File: src/rtl/nsig_pkg.sv
package nsig_pkg;
  localparam int OP_W   = 32;
  localparam int PROD_W = 2 * OP_W;
  localparam int DIGITS = OP_W / 2;

  typedef struct packed {
    logic [PROD_W-1:0] sum;
    logic [PROD_W-1:0] carry;
  } csa_t;

  // One radix-4 Booth partial product, sign-extended and placed at its weight.
  function automatic logic [PROD_W-1:0] booth_pp(input logic [OP_W-1:0] x,
                                                 input logic [2:0] grp,
                                                 input int shift);
    logic [PROD_W-1:0] xe;
    logic [PROD_W-1:0] v;
    xe = {{(PROD_W-OP_W){x[OP_W-1]}}, x};
    case (grp)
      3'b001, 3'b010: v = xe;
      3'b011:         v = xe << 1;
      3'b100:         v = -(xe << 1);
      3'b101, 3'b110: v = -xe;
      default:        v = '0;
    endcase
    return v << shift;
  endfunction

  // Three-to-two compressor over the full product width.
  function automatic csa_t csa3(input logic [PROD_W-1:0] a,
                                input logic [PROD_W-1:0] b,
                                input logic [PROD_W-1:0] c);
    csa_t r;
    r.sum   = a ^ b ^ c;
    r.carry = ((a & b) | (a & c) | (b & c)) << 1;
    return r;
  endfunction

  // Rescale a full product by frac bits and clamp into a signed 32-bit word.
  function automatic logic [OP_W-1:0] sat_product(input logic [PROD_W-1:0] full,
                                                  input int frac);
    logic signed [PROD_W-1:0] sh;
    sh = $signed(full) >>> frac;
    if (sh > $signed({{(PROD_W-OP_W+1){1'b0}}, {(OP_W-1){1'b1}}}))
      return {1'b0, {(OP_W-1){1'b1}}};
    else if (sh < $signed({{(PROD_W-OP_W+1){1'b1}}, {(OP_W-1){1'b0}}}))
      return {1'b1, {(OP_W-1){1'b0}}};
    else
      return sh[OP_W-1:0];
  endfunction

  // Signed saturating add.
  function automatic logic [OP_W-1:0] sat_add(input logic [OP_W-1:0] a,
                                              input logic [OP_W-1:0] b);
    logic [OP_W:0] s;
    s = {a[OP_W-1], a} + {b[OP_W-1], b};
    if (s[OP_W] != s[OP_W-1])
      return s[OP_W] ? {1'b1, {(OP_W-1){1'b0}}} : {1'b0, {(OP_W-1){1'b1}}};
    return s[OP_W-1:0];
  endfunction

  // e^(-a) for a >= 0 by a truncated series.
  function automatic real exp_neg(input real a);
    real term;
    real total;
    term  = 1.0;
    total = 1.0;
    for (int k = 1; k < 40; k++) begin
      term  = term * (-a) / k;
      total = total + term;
    end
    return total;
  endfunction

  // Table entry: sigmoid sampled at the midpoint of the bucket selected by idx.
  function automatic int sig_code(input int idx, input int addr_w,
                                  input int in_w, input int in_frac,
                                  input int out_frac);
    real x;
    real e;
    real s;
    real step;
    step = real'(1 << (in_w - addr_w)) / real'(1 << in_frac);
    x    = (real'(idx - (1 << (addr_w - 1))) + 0.5) * step;
    e    = exp_neg(x < 0.0 ? -x : x);
    s    = (x >= 0.0) ? 1.0 / (1.0 + e) : e / (1.0 + e);
    return $rtoi(s * real'(1 << out_frac) + 0.5);
  endfunction
endpackage

File: src/rtl/nsig_booth_stage.sv
module nsig_booth_stage
  import nsig_pkg::*;
#(
  parameter int FIRST_DIGIT = 0,
  parameter int STEP_DIGITS = 4
) (
  input  logic              clk,
  input  logic              rst_n,
  input  logic              vld_i,
  input  logic              last_i,
  input  logic [OP_W-1:0]   x_i,
  input  logic [OP_W-1:0]   y_i,
  input  logic [PROD_W-1:0] s_i,
  input  logic [PROD_W-1:0] c_i,
  output logic              vld_o,
  output logic              last_o,
  output logic [OP_W-1:0]   x_o,
  output logic [OP_W-1:0]   y_o,
  output logic [PROD_W-1:0] s_o,
  output logic [PROD_W-1:0] c_o
);
  logic [OP_W:0]     ye;
  logic [PROD_W-1:0] s_chain [STEP_DIGITS+1];
  logic [PROD_W-1:0] c_chain [STEP_DIGITS+1];

  assign ye         = {y_i, 1'b0};
  assign s_chain[0] = s_i;
  assign c_chain[0] = c_i;

  for (genvar d = 0; d < STEP_DIGITS; d++) begin : g_digit
    localparam int DIG = FIRST_DIGIT + d;
    csa_t r;
    assign r            = csa3(s_chain[d], c_chain[d], booth_pp(x_i, ye[2*DIG +: 3], 2*DIG));
    assign s_chain[d+1] = r.sum;
    assign c_chain[d+1] = r.carry;
  end

  always_ff @(posedge clk or negedge rst_n) begin
    if (!rst_n) begin
      vld_o  <= 1'b0;
      last_o <= 1'b0;
    end else begin
      vld_o  <= vld_i;
      last_o <= vld_i & last_i;
    end
  end

  always_ff @(posedge clk) begin
    x_o <= x_i;
    y_o <= y_i;
    s_o <= s_chain[STEP_DIGITS];
    c_o <= c_chain[STEP_DIGITS];
  end
endmodule

File: src/rtl/nsig_sigmoid_rom.sv
module nsig_sigmoid_rom
  import nsig_pkg::*;
#(
  parameter int ADDR_W  = 6,
  parameter int IN_FRAC = 15,
  parameter int OUT_W   = 17
) (
  input  logic [OP_W-1:0]  sum_i,
  output logic [OUT_W-1:0] act_o
);
  localparam int IN_W  = IN_FRAC + 2;
  localparam int DEPTH = 1 << ADDR_W;
  localparam logic signed [OP_W-1:0] HI = (1 <<< (IN_W - 1)) - 1;
  localparam logic signed [OP_W-1:0] LO = -(1 <<< (IN_W - 1));

  logic [OUT_W-1:0]  table_q [DEPTH];
  logic [OP_W-1:0]   clamped;
  logic [ADDR_W-1:0] idx;

  for (genvar g = 0; g < DEPTH; g++) begin : g_entry
    assign table_q[g] = OUT_W'(sig_code(g, ADDR_W, IN_W, IN_FRAC, OUT_W - 2));
  end

  always_comb begin
    if ($signed(sum_i) > HI)      clamped = HI;
    else if ($signed(sum_i) < LO) clamped = LO;
    else                          clamped = sum_i;
  end

  assign idx   = clamped[IN_W-1 -: ADDR_W] ^ ADDR_W'(1 << (ADDR_W - 1));
  assign act_o = table_q[idx];
endmodule

File: src/rtl/neuron_mac_sigmoid.sv
module neuron_mac_sigmoid
  import nsig_pkg::*;
#(
  parameter int FRAC_W       = 15,
  parameter int LUT_ADDR_W   = 6,
  parameter int LUT_OUT_FRAC = 15
) (
  input  logic                    clk,
  input  logic                    rst_n,
  input  logic                    in_valid,
  input  logic                    in_last,
  input  logic [31:0]             in_weight,
  input  logic [31:0]             in_act,
  output logic                    out_valid,
  output logic [31:0]             out_sum,
  output logic [LUT_OUT_FRAC+1:0] out_act
);
  localparam int MUL_STAGES  = 4;
  localparam int STEP_DIGITS = DIGITS / MUL_STAGES;
  localparam int ACT_W       = LUT_OUT_FRAC + 2;

  logic              v_pipe [MUL_STAGES+1];
  logic              l_pipe [MUL_STAGES+1];
  logic [OP_W-1:0]   x_pipe [MUL_STAGES+1];
  logic [OP_W-1:0]   y_pipe [MUL_STAGES+1];
  logic [PROD_W-1:0] s_pipe [MUL_STAGES+1];
  logic [PROD_W-1:0] c_pipe [MUL_STAGES+1];

  assign v_pipe[0] = in_valid;
  assign l_pipe[0] = in_last;
  assign x_pipe[0] = in_weight;
  assign y_pipe[0] = in_act;
  assign s_pipe[0] = '0;
  assign c_pipe[0] = '0;

  for (genvar st = 0; st < MUL_STAGES; st++) begin : g_mul
    nsig_booth_stage #(
      .FIRST_DIGIT(st * STEP_DIGITS),
      .STEP_DIGITS(STEP_DIGITS)
    ) u_stage (
      .clk   (clk),
      .rst_n (rst_n),
      .vld_i (v_pipe[st]),
      .last_i(l_pipe[st]),
      .x_i   (x_pipe[st]),
      .y_i   (y_pipe[st]),
      .s_i   (s_pipe[st]),
      .c_i   (c_pipe[st]),
      .vld_o (v_pipe[st+1]),
      .last_o(l_pipe[st+1]),
      .x_o   (x_pipe[st+1]),
      .y_o   (y_pipe[st+1]),
      .s_o   (s_pipe[st+1]),
      .c_o   (c_pipe[st+1])
    );
  end

  // Stage 5: resolve carry-save, rescale, saturate.
  logic            p5_valid;
  logic            p5_last;
  logic [OP_W-1:0] p5_prod;

  always_ff @(posedge clk or negedge rst_n) begin
    if (!rst_n) begin
      p5_valid <= 1'b0;
      p5_last  <= 1'b0;
      p5_prod  <= '0;
    end else begin
      p5_valid <= v_pipe[MUL_STAGES];
      p5_last  <= v_pipe[MUL_STAGES] & l_pipe[MUL_STAGES];
      p5_prod  <= sat_product(s_pipe[MUL_STAGES] + c_pipe[MUL_STAGES], FRAC_W);
    end
  end

  // Stage 6: saturating accumulation; a new neuron starts from zero.
  logic            acc_valid;
  logic            acc_last;
  logic            fresh_q;
  logic [OP_W-1:0] acc_q;
  logic [OP_W-1:0] acc_base;
  logic [OP_W-1:0] acc_next;

  assign acc_base = fresh_q ? '0 : acc_q;
  assign acc_next = sat_add(acc_base, p5_prod);

  always_ff @(posedge clk or negedge rst_n) begin
    if (!rst_n) begin
      acc_valid <= 1'b0;
      acc_last  <= 1'b0;
      fresh_q   <= 1'b1;
      acc_q     <= '0;
    end else begin
      acc_valid <= p5_valid;
      acc_last  <= p5_valid & p5_last;
      if (p5_valid) begin
        acc_q   <= acc_next;
        fresh_q <= p5_last;
      end
    end
  end

  // Stage 7: sigmoid lookup of a finished neuron.
  logic             neuron_end;
  logic [ACT_W-1:0] lut_act;

  assign neuron_end = acc_valid & acc_last;

  nsig_sigmoid_rom #(
    .ADDR_W (LUT_ADDR_W),
    .IN_FRAC(FRAC_W),
    .OUT_W  (ACT_W)
  ) u_rom (
    .sum_i(acc_q),
    .act_o(lut_act)
  );

  always_ff @(posedge clk or negedge rst_n) begin
    if (!rst_n) begin
      out_valid <= 1'b0;
      out_sum   <= '0;
      out_act   <= '0;
    end else begin
      out_valid <= neuron_end;
      if (neuron_end) begin
        out_sum <= acc_q;
        out_act <= lut_act;
      end
    end
  end
endmodule

File: config.mk
export PLATFORM = sky130hd
export DESIGN_NAME = neuron_mac_sigmoid
export DESIGN_NICKNAME = d
export VERILOG_FILES = /design/src/rtl/nsig_pkg.sv /design/src/rtl/nsig_booth_stage.sv /design/src/rtl/nsig_sigmoid_rom.sv /design/src/rtl/neuron_mac_sigmoid.sv
export SDC_FILE = /design/constraint.sdc
export NUM_CORES = 2
export LEC_CHECK = 0
export CAP_MARGIN = 20
export CORE_MARGIN = 4
export CORE_UTILIZATION = 30
export DETAILED_ROUTE_END_ITERATION = 7
export DONT_BUFFER_PORTS = 1
export GPL_TIMING_DRIVEN = 0
export SETUP_SLACK_MARGIN = 0.4
export SKIP_CTS_REPAIR_TIMING = 1
export SLEW_MARGIN = 40
export SYNTH_ARGS = -nofsm -noshare
export SYNTH_HDL_FRONTEND = slang
export SYNTH_SLANG_ARGS = --single-unit
File: constraint.sdc
create_clock -name clk -period 18.4 [get_ports clk]
set_clock_uncertainty 0.1 [all_clocks]
set_input_delay 0.92 -clock clk [delete_from_list [all_inputs] [get_ports clk]]
set_output_delay 0.92 -clock clk [all_outputs]
set_load 0.1 [all_outputs]
; Yosys cells after proc, flatten, opt, wreduce, memory -nomap -nowiden
; Memory sizes are Yosys's and may differ from the RTL's. A register that Yosys moved wholly into a read port is not among the register bits.
; Index checks and enable logic that the tools add are counted.
[op_classes]
addsub = 10
multipliers = 0
div_mod_pow = 0
order_cmp = 4
eq_ne = 94
shift = 0
mux = 25
bitwise_logic = 109
reduce_logical = 31
[op_table]
columns = op, count
row1 = $and A63 B63 Y63, 43
row2 = $xor A64 B64 Y64, 29
row3 = $or A63 B63 Y63, 28
row4 = $pmux W62 S4, 1
row5 = $pmux W60 S4, 1
row6 = $pmux W58 S4, 1
row7 = $pmux W56 S4, 1
row8 = $pmux W54 S4, 1
row9 = $pmux W52 S4, 1
row10 = $pmux W50 S4, 1
row11 = $mux W32, 6
row12 = $pmux W48 S4, 1
row13 = $pmux W64 S3, 1
row14 = $pmux W46 S4, 1
row15 = $pmux W44 S4, 1
row16 = $pmux W42 S4, 1
row17 = $pmux W40 S4, 1
row18 = $pmux W38 S4, 1
row19 = $pmux W36 S4, 1
row20 = $pmux W34 S4, 1
row21 = $eq A3 B3 Y1 const B, 45
row22 = $neg A64 Y64, 2
row23 = $neg A56 Y56, 2
row24 = $neg A48 Y48, 2
row25 = other kinds (19), 100
[word_totals]
regBits = 810
latchBits = 0
mem_bits_rw = 0
romBits = 1088
in_bits = 68
out_inout_bits = 50
mem_count = 1
[memory_table]
columns = name, depth, width, read_ports, rd_ports_with_merged_regs, write_ports, line
row1 = (name not given), 64, 17, 1, 1, 0, nsig_sigmoid_rom.sv:31  ; assign act_o = table_q[idx];

; Logic depth before layout (Yosys ltp)
[depth]
ltp_word = 15
mapped_depth = 26

; Cells and area by module
; Synthesis repeated with hierarchy kept, for this count alone.
[hier_totals]
hier_cells = 8441
area_unflattened_um2 = 74873.1
[modules_own_cells]
columns = mod, n_inst, cells_per_inst, area_each_um2
row1 = nsig_booth_stage at g_mul[1].u_stage, 1, 1774, 16051.6
row2 = nsig_booth_stage at g_mul[0].u_stage, 1, 1782, 15975.3
row3 = nsig_booth_stage at g_mul[2].u_stage, 1, 1691, 15268.4
row4 = nsig_booth_stage at g_mul[3].u_stage, 1, 1670, 15143.3
row5 = neuron_mac_sigmoid, 1, 1229, 10406.2
row6 = nsig_sigmoid_rom, 1, 295, 2028.2

; Least setup slack after synthesis
; No wires, ideal clock.
[synth_path]
kind = register to register
from = register g_mul[2].u_stage.x_o[0]
to = register g_mul[3].u_stage.s_o[41]
setup_ns = 0.110
t_arrival_ns = 5.660
required_time_ns = 18.190
slack_ns = 12.531
stages_incl_launch_ff = 23
path_buffers = 3
period_less_slack_ns = 5.869
path_cell_list = dfxtp_1 -> inv_1 -> ha_1 -> buf_2 -> or3b_2 -> clkbuf_1 -> nor3_1 -> nand2_1 -> or3_1 -> clkbuf_1 -> or3_1 -> xnor2_1 -> nor2_1 -> a21oi_1 -> nand2_1 -> o211ai_1 -> o21ai_0 -> fa_1 -> inv_1 -> fa_1 -> fa_1 -> fa_1 -> inv_1
[synth_lines]
columns = item, line
row1 = "start, declared", nsig_booth_stage.sv:17  ; output logic [OP_W-1:0] x_o,
row2 = "start signal, assigned", nsig_booth_stage.sv:49  ; x_o <= x_i;
row3 = "end signal, assigned", nsig_booth_stage.sv:51  ; s_o <= s_chain[STEP_DIGITS];
row4 = "end, declared", nsig_booth_stage.sv:19  ; output logic [PROD_W-1:0] s_o,

==> Flow_metrics.wiki <==
{| class="wikitable"
! Metric !! Value
|-
| Failing checks || DRC, hold timing
|-
| Class of the worst hold path || in -> async
|-
| Fmax || 123 MHz
|-
| Final total negative setup slack || 0 ns
|-
| Synthesis-to-finish area growth || 11.5%
|-
| End of the worst register-to-register path || g_mul[3].u_stage.s_o[41]
|-
| Number of buffers inserted during clock tree synthesis || 85
|-
| Power per cell area || 204 mW/mm²
|-
| Row Count || 168
|-
| Slack of the worst reg-to-reg path || 10.29 ns
|-
| Relative max-transition margin || 32.7%
|-
| Unrepaired setup endpoints after global routing || no
|-
| Worst setup margin || 10.29 ns
|-
| Detailed-placement wirelength estimate || 269000 µm
|-
| Hold Fails Final Rpt || 1
|-
| Total congestion overflow || 0
|-
| Worst-path clk slew || 0.06 ns
|-
| Antenna violations before repair || 11
|-
| Worst r2r src || g_mul[2].u_stage.x_o[1]
|-
| Flip-flop cell with the highest count after synthesis || sky130_fd_sc_hd__dfxtp_1
|-
| CTS H-tree lvls || 3
|-
| Peak fanout along the critical path || 10
|-
| Share of cells above drive strength 1 || 6.84%
|-
| Most common cell after layout, fill and taps aside || sky130_fd_sc_hd__nand2_1
|-
| Count of final max-slew check failures || 0
|-
| Main combinational cell family by area after synthesis || adder cells
|-
| Count of flip-flops with a built-in enable after synthesis || 0
|-
| Clock network latency to the later pin of the worst-skew pair || 0.72 ns
|-
| Io pins || 118
|-
| Arrival time reported for the critical path endpoint || 8.67 ns
|-
| Fraction of registers with async set or reset after synthesis || 17.9%
|-
| Critical path class || reg -> reg
|-
| Area share of and/or/nand/nor cells after synthesis || 11.6%
|-
| Dpl ws || 10.53 ns
|-
| Seq/Total Area, Yosys || 22.9%
|-
| Post-synth top area cell || sky130_fd_sc_hd__fa_1
|-
| Worst-case reg-to-reg path depth || 22
|-
| Final Cell Area || 0.0711 mm²
|-
| Area of the mapped netlist || 0.0638 mm²
|-
| Aggregate global-route resource usage || 29.5%
|-
| Syn. warnings || 0
|-
| Post-synthesis xor/xnor area fraction || 6.33%
|-
| Synthesized flop and latch total || 698
|-
| Post-Syn Instances || 7525
|-
| Adder-cell share of the synthesized area || 25.3%
|-
| Remaining number of nets flagged by the antenna check after routing || 0
|-
| Number of global-route vias before repair || 61100
|-
| Final #Nets || 8589
|-
| Leakage dissipation || 29.7 nW
|-
| Highest-count cells in the layout ignoring fill and taps || sky130_fd_sc_hd__nand2_1, sky130_fd_sc_hd__inv_1, sky130_fd_sc_hd__fa_1, sky130_fd_sc_hd__a21oi_1, sky130_fd_sc_hd__dfxtp_1
|-
| Number of library cell types mapped by synthesis || 94
|-
| Die area || 0.220 mm²
|-
| Final min period || 8.11 ns
|-
| Hold slack || -0.00148 ns
|-
| TritonCTS clock tree || done
|-
| Count of buffers from port buffering || 0
|-
| Detail-routed via count per cell || 5.81
|-
| Routed length per instance || 31.8 µm
|-
| Post-synthesis compound-gate area fraction || 24.3%
|-
| DRT Wirelength || 334000 µm
|-
| Startpoint class of the critical path || flop
|-
| Horizontal die dimension || 469 µm
|-
| Core region area || 0.211 mm²
|-
| Leading cell types by total area after synthesis || sky130_fd_sc_hd__fa_1, sky130_fd_sc_hd__dfxtp_1, sky130_fd_sc_hd__ha_1, sky130_fd_sc_hd__dfrtp_1, sky130_fd_sc_hd__a21oi_1
|-
| Number of detailed-routing iterations run before antenna repair || 8
|-
| Final period util || 44.1%
|-
| Number of DRC markers after the initial detailed-route iteration || 6982
|-
| Vias after detailed routing || 61100
|-
| Final weighted congestion of routability-driven global placement || 1.06
|-
| Total power || 14.5 mW
|-
| Chip Height || 469 µm
|-
| Maximum number of pins on one net before global-route repair || 126
|-
| Root buffer cell || sky130_fd_sc_hd__clkbuf_16
|-
| Number of design rule violations left after detail routing || 1
|-
| Worst Setup End Kind || flop
|-
| Result of the run || complete, but fails checks
|-
| Least-Margin Pin Slew || 1.00 ns
|-
| Count of clock tree sinks || 698
|-
| Global-route wire length before repair || 470000 µm
|-
| Crit path required time || 18.95 ns
|-
| DP Area || 0.0679 mm²
|-
| Synth top area share || 20.3%
|-
| Total setup violations reported at the end of the flow || 0
|-
| Starting density of the core || 30.3%
|-
| Reported max-cap violation count || 0
|-
| Worst ir drop on vdd || 210 µV
|-
| Bufs on Longest Clock Path || 3
|-
| Post-synthesis mux area share || 1.76%
|-
| Per-instance average area after synthesis || 8.47 µm²
|}
## critical path, cell delays in order (launching register included)
cell	delay [ns]
sky130_fd_sc_hd__dfxtp_1	0.46
sky130_fd_sc_hd__inv_1	0.21
sky130_fd_sc_hd__ha_1	0.16
sky130_fd_sc_hd__buf_2	0.30
sky130_fd_sc_hd__or3b_2	0.47
sky130_fd_sc_hd__clkbuf_1	0.23
sky130_fd_sc_hd__nor3_1	0.45
sky130_fd_sc_hd__nand2_1	0.49
sky130_fd_sc_hd__or3_1	0.45
sky130_fd_sc_hd__clkbuf_1	0.33
sky130_fd_sc_hd__or3_1	0.48
sky130_fd_sc_hd__xnor2_1	0.81
sky130_fd_sc_hd__nor2_1	0.14
sky130_fd_sc_hd__a21oi_1	0.19
sky130_fd_sc_hd__nand2_1	0.08
sky130_fd_sc_hd__o211ai_1	0.14
sky130_fd_sc_hd__o21ai_0	0.20
sky130_fd_sc_hd__fa_1	0.55
sky130_fd_sc_hd__inv_1	0.13
sky130_fd_sc_hd__fa_1	0.53
sky130_fd_sc_hd__fa_1	0.53
sky130_fd_sc_hd__fa_1	0.54
sky130_fd_sc_hd__inv_1	0.04
## sequential cells by signal (all words and copies together), names as in the netlist
name and count:
p5_last 1, out_valid 1, g_mul.u_stage.y_o 51, fresh_q 1, acc_last 1, g_mul.u_stage.last_o 4, acc_q 32, acc_valid 1
out_act 15, g_mul.u_stage.x_o 96, g_mul.u_stage.c_o 212, g_mul.u_stage.s_o 214, p5_valid 1, g_mul.u_stage.vld_o 4, out_sum 32, p5_prod 32
## logic make-up (layout without fill, tap and decap cells)
group / count (synthesis) / count (layout)
xor gates and xnor gates: 461 / 461
buffers and inverters: 1324 / 1492
adders and majority gates: 901 / 901
other: 1 / 14
AOI/OAI and AO/OA: 2343 / 2343
and+or+nand+nor: 1690 / 1690
DFF: 698 / 698
muxes: 107 / 107
## synth_stat cells, drive strengths merged (23+ instances only)
cell type and number:
o22ai 98, nor4 23, xor2 136, fa 646, and2 27, nor2b 37
a31oi 57, clkbuf 585, a21o 151, nand2b 30, mux2i 64, a221o 97
nand2 753, or2 39, a31o 39, buf 67, o211ai 46, o221ai 53
a21oi 609, inv 668, nand3 44, o21ai 543, a22o 34, ha 252
or3 63, a311oi 25, dfxtp 573, nor2 533, dfrtp 124, a221oi 287
nor3 68, a22oi 156, mux2 43, xnor2 325, a211oi 44
## stage by stage
stage	util, %	instances
floorplan	-	7526
global placement	31.9	10300
detailed placement	32.2	10300
CTS	33.7	10500
global route	33.7	10500
finish	33.7	10500
## final cells by class
class                           count  area, µm²
Antenna cell                       12       30.0
Clock buffer                      113       2410
Inverter                          672       2520
Clock inverter                     45        598
Fill cell                       22200     140000
Multi-Input combinational cell   5504      44600
Tap cell                         2805       3510
Sequential cell                   698      14700
Buffer                            652       2600
Timing Repair Buffer               10        121
## layer usage
layer / vias to the layer above / routed length (µm) / GRT usage [%]
met3: 919 / 25300 / 5.08
li1: 26300 / - / -
met2: 3528 / 150000 / 47.4
met4: 4 / 26200 / 19.0
met1: 30300 / 133000 / 36.8
met5: - / 29 / 0
## report_power, final
part | total, mW | leakage [nW] | internal, mW | switching, mW
Combinational | 9.98 | 21.9 | 3.80 | 6.17
Clock | 1.80 | 1.47 | 1.05 | 0.746
Sequential | 2.72 | 6.30 | 2.24 | 0.475
Total | 14.5 | 29.7 | 7.10 | 7.40
## how the worst max path moves through the flow
stage | slack (ns) | startpoint | cells after the start | end
2_1_floorplan | 12.53 | g_mul[2].u_stage.x_o[0] | 22 | g_mul[3].u_stage.s_o[41]
3_3_place_gp | 10.45 | g_mul[1].u_stage.x_o[0] | 19 | g_mul[2].u_stage.s_o[45]
3_5_place_dp | 10.53 | g_mul[1].u_stage.x_o[0] | 19 | g_mul[2].u_stage.s_o[45]
4_1_cts | 10.55 | g_mul[1].u_stage.x_o[0] | 19 | g_mul[2].u_stage.s_o[45]
5_1_grt | 10.16 | g_mul[1].u_stage.x_o[0] | 20 | g_mul[2].u_stage.s_o[44]
6_report | 10.29 | g_mul[2].u_stage.x_o[1] | 22 | g_mul[3].u_stage.s_o[41]
Power figures use the tool's default switching activity.
